<file path="src/rtl/crc_barrett_pkg.sv">
package crc_barrett_pkg;

   localparam int unsigned CRC_W  = 32;
   localparam int unsigned IN_W   = 2 * CRC_W;
   localparam int unsigned GEN_W  = CRC_W + 1;
   localparam logic [GEN_W-1:0] GEN_POLY  = 33'h1_04C1_1DB7;
   localparam logic [GEN_W-1:0] GEN_QUOT  = 33'h1_04D1_01DF;

   typedef logic [CRC_W-1:0] crc_word_t;
   typedef logic [IN_W-1:0]  rem_word_t;
   typedef logic [GEN_W-1:0] gen_word_t;

   // floor(x^IN_W / poly) by plain long division over GF(2)
   function automatic gen_word_t barrett_quotient(input gen_word_t poly);
      logic [IN_W:0]  work;
      logic [IN_W:0]  pext;
      gen_word_t      q;
      work = '0;
      work[IN_W] = 1'b1;
      q = '0;
      pext = '0;
      pext[GEN_W-1:0] = poly;
      for (int k = IN_W; k >= int'(CRC_W); k--) begin
         if (work[k]) begin
            q[k-CRC_W] = 1'b1;
            work = work ^ (pext << (k - CRC_W));
         end
      end
      return q;
   endfunction

   // remainder by long division, used only by the assertions
   function automatic crc_word_t long_div_rem(input rem_word_t val, input gen_word_t poly);
      rem_word_t work;
      rem_word_t pext;
      work = val;
      pext = '0;
      pext[GEN_W-1:0] = poly;
      for (int k = IN_W - 1; k >= int'(CRC_W); k--) begin
         if (work[k]) work = work ^ (pext << (k - CRC_W));
      end
      return work[CRC_W-1:0];
   endfunction

endpackage

</file>
<file path="src/rtl/crc_clmul.sv">
module crc_clmul #(
   parameter int unsigned A_W = 32,
   parameter int unsigned B_W = 33,
   localparam int unsigned P_W = A_W + B_W - 1
) (
   input  logic [A_W-1:0] op_a,
   input  logic [B_W-1:0] op_b,
   output logic [P_W-1:0] prod
);

   if (A_W < 1 || B_W < 2) begin : g_bad_width
      $error("crc_clmul: operand widths too small");
   end

   logic [P_W-1:0] b_ext;
   assign b_ext = {{(P_W-B_W){1'b0}}, op_b};

   // each set bit of op_a adds a shifted copy of op_b (XOR, no carries)
   logic [P_W-1:0] partial [A_W+1];
   assign partial[0] = '0;

   for (genvar i = 0; i < int'(A_W); i++) begin : g_row
      assign partial[i+1] = partial[i] ^ (op_a[i] ? (b_ext << i) : '0);
   end

   assign prod = partial[A_W];

endmodule

</file>
<file path="src/rtl/crc_pipe_stage.sv">
module crc_pipe_stage #(
   parameter int unsigned W   = 32,
   parameter bit          REG = 1'b1
) (
   input  logic         clk,
   input  logic         rst,
   input  logic         d_vld,
   input  logic [W-1:0] d,
   output logic         q_vld,
   output logic [W-1:0] q
);

   if (W < 1) begin : g_bad_width
      $error("crc_pipe_stage: W must be positive");
   end

   if (REG) begin : g_reg
      logic         vld_q;
      logic [W-1:0] dat_q;
      always_ff @(posedge clk) begin
         if (rst) vld_q <= 1'b0;
         else     vld_q <= d_vld;
      end
      // data carries no reset: it is only meaningful under the valid bit
      always_ff @(posedge clk) begin
         if (d_vld) dat_q <= d;
      end
      assign q_vld = vld_q;
      assign q     = dat_q;
   end else begin : g_wire
      assign q_vld = d_vld;
      assign q     = d;
   end

endmodule

</file>
<file path="src/rtl/crc32_barrett_reduce.sv">
module crc32_barrett_reduce #(
   parameter int unsigned CRC_W     = crc_barrett_pkg::CRC_W,
   parameter logic [CRC_W:0] POLY   = crc_barrett_pkg::GEN_POLY,
   parameter logic [CRC_W:0] QUOT   = crc_barrett_pkg::GEN_QUOT,
   parameter bit          STAGE1_REG = 1'b1,
   localparam int unsigned IN_W  = 2 * CRC_W,
   localparam int unsigned GEN_W = CRC_W + 1,
   localparam int unsigned PR_W  = CRC_W + GEN_W - 1,
   localparam int unsigned LAT   = STAGE1_REG ? 2 : 1
) (
   input  logic             clk,
   input  logic             rst,
   input  logic             in_vld,
   input  logic [IN_W-1:0]  in_rem,
   output logic             out_vld,
   output logic [CRC_W-1:0] out_crc
);

   if (CRC_W != crc_barrett_pkg::CRC_W) begin : g_bad_crc_w
      $error("crc32_barrett_reduce: CRC_W must match the package width");
   end
   if (!POLY[CRC_W] || !POLY[0]) begin : g_bad_poly
      $error("crc32_barrett_reduce: generator needs top and constant terms");
   end
   if (QUOT != crc_barrett_pkg::barrett_quotient(POLY)) begin : g_bad_quot
      $error("crc32_barrett_reduce: QUOT is not floor(x^2W / POLY)");
   end

   // step 1: quotient estimate from the upper word
   logic [PR_W-1:0] t1_prod;
   crc_clmul #(.A_W(CRC_W), .B_W(GEN_W)) i_mul_quot (
      .op_a (in_rem[IN_W-1:CRC_W]),
      .op_b (QUOT),
      .prod (t1_prod)
   );

   logic              s1_vld;
   logic [IN_W-1:0]   s1_dat;
   crc_pipe_stage #(.W(IN_W), .REG(STAGE1_REG)) i_stage1 (
      .clk   (clk),
      .rst   (rst),
      .d_vld (in_vld),
      .d     ({t1_prod[PR_W-1:PR_W-CRC_W], in_rem[CRC_W-1:0]}),
      .q_vld (s1_vld),
      .q     (s1_dat)
   );

   // step 2: quotient times generator, keep the low word, fold in
   logic [PR_W-1:0] t2_prod;
   crc_clmul #(.A_W(CRC_W), .B_W(GEN_W)) i_mul_poly (
      .op_a (s1_dat[IN_W-1:CRC_W]),
      .op_b (POLY),
      .prod (t2_prod)
   );

   logic [CRC_W-1:0] crc_d;
   assign crc_d = s1_dat[CRC_W-1:0] ^ t2_prod[CRC_W-1:0];

   crc_pipe_stage #(.W(CRC_W), .REG(1'b1)) i_stage2 (
      .clk   (clk),
      .rst   (rst),
      .d_vld (s1_vld),
      .d     (crc_d),
      .q_vld (out_vld),
      .q     (out_crc)
   );

   // cycles since reset, saturating at the latency, for the history checks
   logic [1:0] warm_q;
   always_ff @(posedge clk) begin
      if (rst)                 warm_q <= '0;
      else if (warm_q != 2'(LAT)) warm_q <= warm_q + 2'd1;
   end

   assert_latency_R1: assert property (@(posedge clk) disable iff (rst)
      (warm_q == 2'(LAT)) |-> (out_vld == $past(in_vld, LAT)));

   assert_reset_clears_R2: assert property (@(posedge clk)
      $fell(rst) |-> !out_vld);

   assert_remainder_R3: assert property (@(posedge clk) disable iff (rst)
      out_vld |-> (out_crc ==
         crc_barrett_pkg::long_div_rem($past(in_rem, LAT), POLY)));

   assert_low_word_passthru_R4: assert property (@(posedge clk) disable iff (rst)
      (out_vld && ($past(in_rem, LAT) >> CRC_W) == '0) |->
         (out_crc == $past(in_rem[CRC_W-1:0], LAT)));

endmodule

</file>
<file path="config.mk">
export PLATFORM = sky130hd
export DESIGN_NAME = crc32_barrett_reduce
export DESIGN_NICKNAME = d
export VERILOG_FILES = /design/src/rtl/crc_barrett_pkg.sv /design/src/rtl/crc_clmul.sv /design/src/rtl/crc_pipe_stage.sv /design/src/rtl/crc32_barrett_reduce.sv
export SDC_FILE = /design/constraint.sdc
export NUM_CORES = 1
export LEC_CHECK = 0
export BUFFER_PORTS_ARGS = -buffer_cell sky130_fd_sc_hd__clkbuf_2
export CORE_MARGIN = 3
export CORE_UTILIZATION = 30
export DETAILED_ROUTE_END_ITERATION = 8
export PLACE_DENSITY = 0.49
export SLEW_MARGIN = 20
export SYNTH_ARGS = -nofsm -noshare
export SYNTH_HDL_FRONTEND = slang
export SYNTH_SLANG_ARGS = --single-unit
</file>
<file path="constraint.sdc">
create_clock -name clk -period 2.1 [get_ports clk]
set_input_delay 0.63 -clock clk [delete_from_list [all_inputs] [get_ports clk]]
set_output_delay 0.63 -clock clk [all_outputs]
set_load 0.01 [all_outputs]
</file>
[Word level (Yosys, flattened, before mapping)]
Index checks and enable logic that the tools add are counted.
Cells by class
  multiplexer cells: 64
  bitwise operators: 63
Operator list (count)
  64-bit bitwise XOR: 25
  32-bit bitwise XOR: 32
  32-bit 2-to-1 mux: 14
  31-bit 2-to-1 mux: 7
  30-bit 2-to-1 mux: 4
  29-bit 2-to-1 mux: 3
  64-bit 2-to-1 mux: 1
  64-bit by 58-bit bitwise XOR with 64-bit output: 1
  64-bit by 59-bit bitwise XOR with 64-bit output: 1
  64-bit by 60-bit bitwise XOR with 64-bit output: 1
  64-bit by 61-bit bitwise XOR with 64-bit output: 1
  64-bit by 62-bit bitwise XOR with 64-bit output: 1
  64-bit by 63-bit bitwise XOR with 64-bit output: 1
  63-bit 2-to-1 mux: 1
  62-bit 2-to-1 mux: 1
  61-bit 2-to-1 mux: 1
  60-bit 2-to-1 mux: 1
  59-bit 2-to-1 mux: 1
  58-bit 2-to-1 mux: 1
  57-bit 2-to-1 mux: 1
  28-bit 2-to-1 mux: 2
  56-bit 2-to-1 mux: 1
  55-bit 2-to-1 mux: 1
  27-bit 2-to-1 mux: 2
  other kinds (22): 22
Storage, ports and cells
  bits in registers: 98
  output and inout bits: 33
  word-level logic and storage cells: 131
  bits of input ports: 67

[Logic depth before layout (Yosys ltp)]
  depth in word-level cells: 33
  mapped depth: 5
  gate-level depth less buffers: 4

[Hierarchy]
From an unflattened synthesis, not the netlist that was laid out.
Unflattened totals
  cells, all modules: 4632
  area, all modules: 31077.3 µm²
By module, submodules not included
  crc_clmul: cells each 2249, area an instance 13919.6 µm², instances 2, sequential area each 0.0 µm²
  crc_pipe_stage at i_stage1: cells each 66, area an instance 1955.6 µm², instances 1, sequential area each 1941.9 µm²
  crc_pipe_stage at i_stage2: cells each 34, area an instance 994.7 µm², instances 1, sequential area each 980.9 µm²
  crc32_barrett_reduce: cells each 34, area an instance 287.8 µm², instances 1, sequential area each 0.0 µm²

[Least setup slack after synthesis]
OpenSTA, ideal clock, no wires.
  path kind: input-to-reg
  start point: in in_rem[63]
  end point: reg i_stage1.g_reg.dat_q[34] (netlist: i_stage1.q[34]) (data pin)
  stages: 5
  setup time: 0.260 ns
  setup slack: 0.276 ns
  data arrival time: 1.564 ns
  required time: 1.840 ns
  cell sequence: clkbuf_1 -> xnor2_1 -> xnor2_1 -> xnor2_1 -> xnor2_1
RTL lines
  start, declared: line crc32_barrett_reduce.sv:14  | input logic [IN_W-1:0] in_rem,
  end signal, assigned: line crc_pipe_stage.sv:26  | if (d_vld) dat_q <= d;
  end, declared: line crc_pipe_stage.sv:19  | logic [W-1:0] dat_q;

[Worst setup path in the final report]
  start point: reg i_stage1.g_reg.dat_q[52] (netlist: i_stage1.q[52])
  end point: reg i_stage2.g_reg.dat_q[27] (netlist: i_stage2.q[27]) (data pin)
Between the ends
  word-level cells in the longest chain between the ends: 14
RTL lines
  32-bit 2-to-1 mux: line crc_clmul.sv:23  | assign partial[i+1] = partial[i] ^ (op_a[i] ? (b_ext << i) : '0);
  32-bit bitwise XOR (12 in series): line crc_clmul.sv:23
  32-bit bitwise XOR: line crc32_barrett_reduce.sv:57  | assign crc_d = s1_dat[CRC_W-1:0] ^ t2_prod[CRC_W-1:0];
  net crc_d[27]: line crc32_barrett_reduce.sv:56  | logic [CRC_W-1:0] crc_d;
  end signal, assigned: line crc_pipe_stage.sv:26
  end, declared: line crc_pipe_stage.sv:19
The timed path passes the listed nets, and every way through them passes these cells.
A chain may end at the register's enable or synchronous reset.

==> out/results.ini <==
[outcome]
status = finished clean

[floorplanning]
fp-row-count = 49
core-area_mm2 = 0.0182
num_io_pins = 100
floorplan.die_area_mm2 = 0.0204
die_h_um = 143
initial_core_util_pct = 30.9
die_w_um = 143

[clock_tree]
cts.sinks = 98
clk_latency_ps = 350
cts_hold_buf = 0
clock-root-buffer = clkbuf_16
postCtsSetupRepairBufs = 0
htree_levels = 3
cts_made_buffers = 9
clk_pin_slew_ps = 70
cts_resized = 0
cts_tree = done
cts_buffer_depth = 2

[logic_synthesis]
synth_area_leaders = edfxtp_1, xnor2_1, xor2_1, xnor3_1, xnor2_2
synth_top_family_by_area = XOR/XNOR gates
ys_warn_count = 0
netlist_area_mm2 = 0.00563
synth_edf_count = 96
yosysMostFrequentCell = xnor2_1
synth-adder-area-share_pct = 0
synth-seq-cells = 98
synth_top_cell_by_area = edfxtp_1
yosysTopAreaCellShare_pct = 51.2
avgSynthCellArea_um2 = 14.3
syn_inst = 394
synth-compound-area-share_pct = 0
muxShareOfSynthArea_pct = 0
synth_fp_nets = 461
synthSimpleGateAreaFrac_pct = 0.222
ys_types = 13
synth_xor_area_share_pct = 46.5
ys_seq_area_share_pct = 51.9
yosys-top-cells-count = xnor2_1, edfxtp_1, xor2_1
synthFlopType = edfxtp_1
async_flop_share_pct = 0

[sta]
finalCritPeriodShare_pct = 92.7
period_minus_slack_ps = 1950
drv_slew = 0
slew_headroom_pct = 68.5
clock_skew_ps = 10.8
fmax_mhz = 514
worstMarginPinSlew_ps = 470
hold_violations = 0
rsz0062_at_grt = false
finalSetupViolations = 0
setup-tns-final_ps = 0

[drt]
drtIter0Drc = 151
routed_wl_mm = 12.5
vias = 3067
dr.pass1.iters = 4
ant_nets = 0
drc = 0
post_drt_wl_per_cell_um = 16.5
drt-vias-per-instance = 4.06

[power_and_ir_drop]
vdd_drop_max_v = 0.000458
leakagePower_nw = 2.54
total_power_mw = 10.7
p_per_area_mw_per_mm2 = 1540

[finish]
layout-drive-gt1-share_pct = 29.2
fin_nets = 589
fin_area_mm2 = 0.00692
syn2layout_area_growth_pct = 23.0
fill_cells = 1762
diodes = 0
regArea_mm2 = 0.00292
multi_input_area_mm2 = 0.00263
finalNonFillerCells = 756

[global_routing]
antenna_found_initial = 0
track_usage_pct = 12.7
grt_pass1_vias = 3393
grt_overflow = 0
grt_max_degree = 66
grt_pass1_wl_mm = 19.4

[place]
dp_cells = 740
placed_cell_area_mm2 = 0.00660
place.gp.congestion = 0.776
dp_hpwl_mm = 10.1
io_buffers = 99

[critical_path]
end_kind = register
crit_arrival_ps = 2040
cp-start-kind = register
crit_required_ps = 2190
crit_fanout = 4
crit_type = reg2reg

[hold_path]
hp-class = in2reg

[run]
max_cap_viol_count = 0

## cell families after synthesis
group	count (synthesis)
xor gates and xnor gates	278
buffers and inverters	16
DFF	98
and+or+nand+nor	2
## cells in the final DEF, fill, tap and decap left out
cell        count
clkbuf_2       99
buf_12          1
clkinvlp_4      1
xnor2_1       207
xor2_2          3
xnor3_1         9
dfxtp_1         2
xnor2_2         3
nor2b_1         2
buf_4          32
xor2_1         55
bufinv_16       2
clkbuf_16       9
inv_6           3
clkinv_2        1
inv_1           1
edfxtp_1       96
xor3_1          1
## area by class of cell
| cell class | count | share of cell area, % |
|---|---|---|
| flip-flops and latches | 98 | 42.2 |
| multi-input cells | 280 | 38.0 |
| repair buffers | 132 | 10.9 |
| well taps | 229 | 4.14 |
| clock buffers | 9 | 3.25 |
| clock inverters | 7 | 1.43 |
| inverters | 1 | 0.0542 |
## worst max-delay path, stage by stage (launching register included)
cell      delay [ps]
edfxtp_1         500
xor2_2           380
xor2_2           220
xnor3_1          440
xnor2_1          140
## per-layer routing
| layer | GRT usage (%) | wire, µm | part of all wire (%) |
|---|---|---|---|
| met4 | 4.50 | 201 | 1.6 |
| met5 | 0 | 0 | 0 |
| met2 | 20.3 | 5800 | 46 |
| met3 | 2.14 | 633 | 5.1 |
| met1 | 17.6 | 5860 | 47 |
## path summary, 6_finish.rpt
path / slack, ps / cells after the start / to / start
max: 150 / 4 / i_stage2.q[27]$_DFFE_PP_ / i_stage1.q[52]$_DFFE_PP_
min: 450 / 1 / i_stage1.q[0]$_DFFE_PP_ / in_rem[0]
max reg2reg: 150 / 4 / i_stage2.q[27]$_DFFE_PP_ / i_stage1.q[52]$_DFFE_PP_
min reg2reg: 560 / 1 / i_stage2.q[0]$_DFFE_PP_ / i_stage1.q[0]$_DFFE_PP_
## through the flow
stage | worst slack (ps) | hold WS (ps) | util [%]
after detailed placement | 79.5 | 553 | 36.2
after floorplan | 276 | 527 | -
final | 154 | 448 | 38.0
after global routing | 25.9 | 439 | 38.0
after CTS | 109 | 432 | 38.0
after global placement | 96.2 | 551 | 36.2
## flip-flops by register name, indices dropped and copies added, names as in the netlist
signal / cells
i_stage1.q: 64
i_stage2.q: 32
i_stage1.q_vld: 1
i_stage2.q_vld: 1
## power breakdown
part	switching (mW)	total, mW	internal (mW)
Sequential	0.346	3.47	3.13
Combinational	2.43	5.40	2.97
Clock	0.740	1.79	1.05
Power figures use the tool's default switching activity.
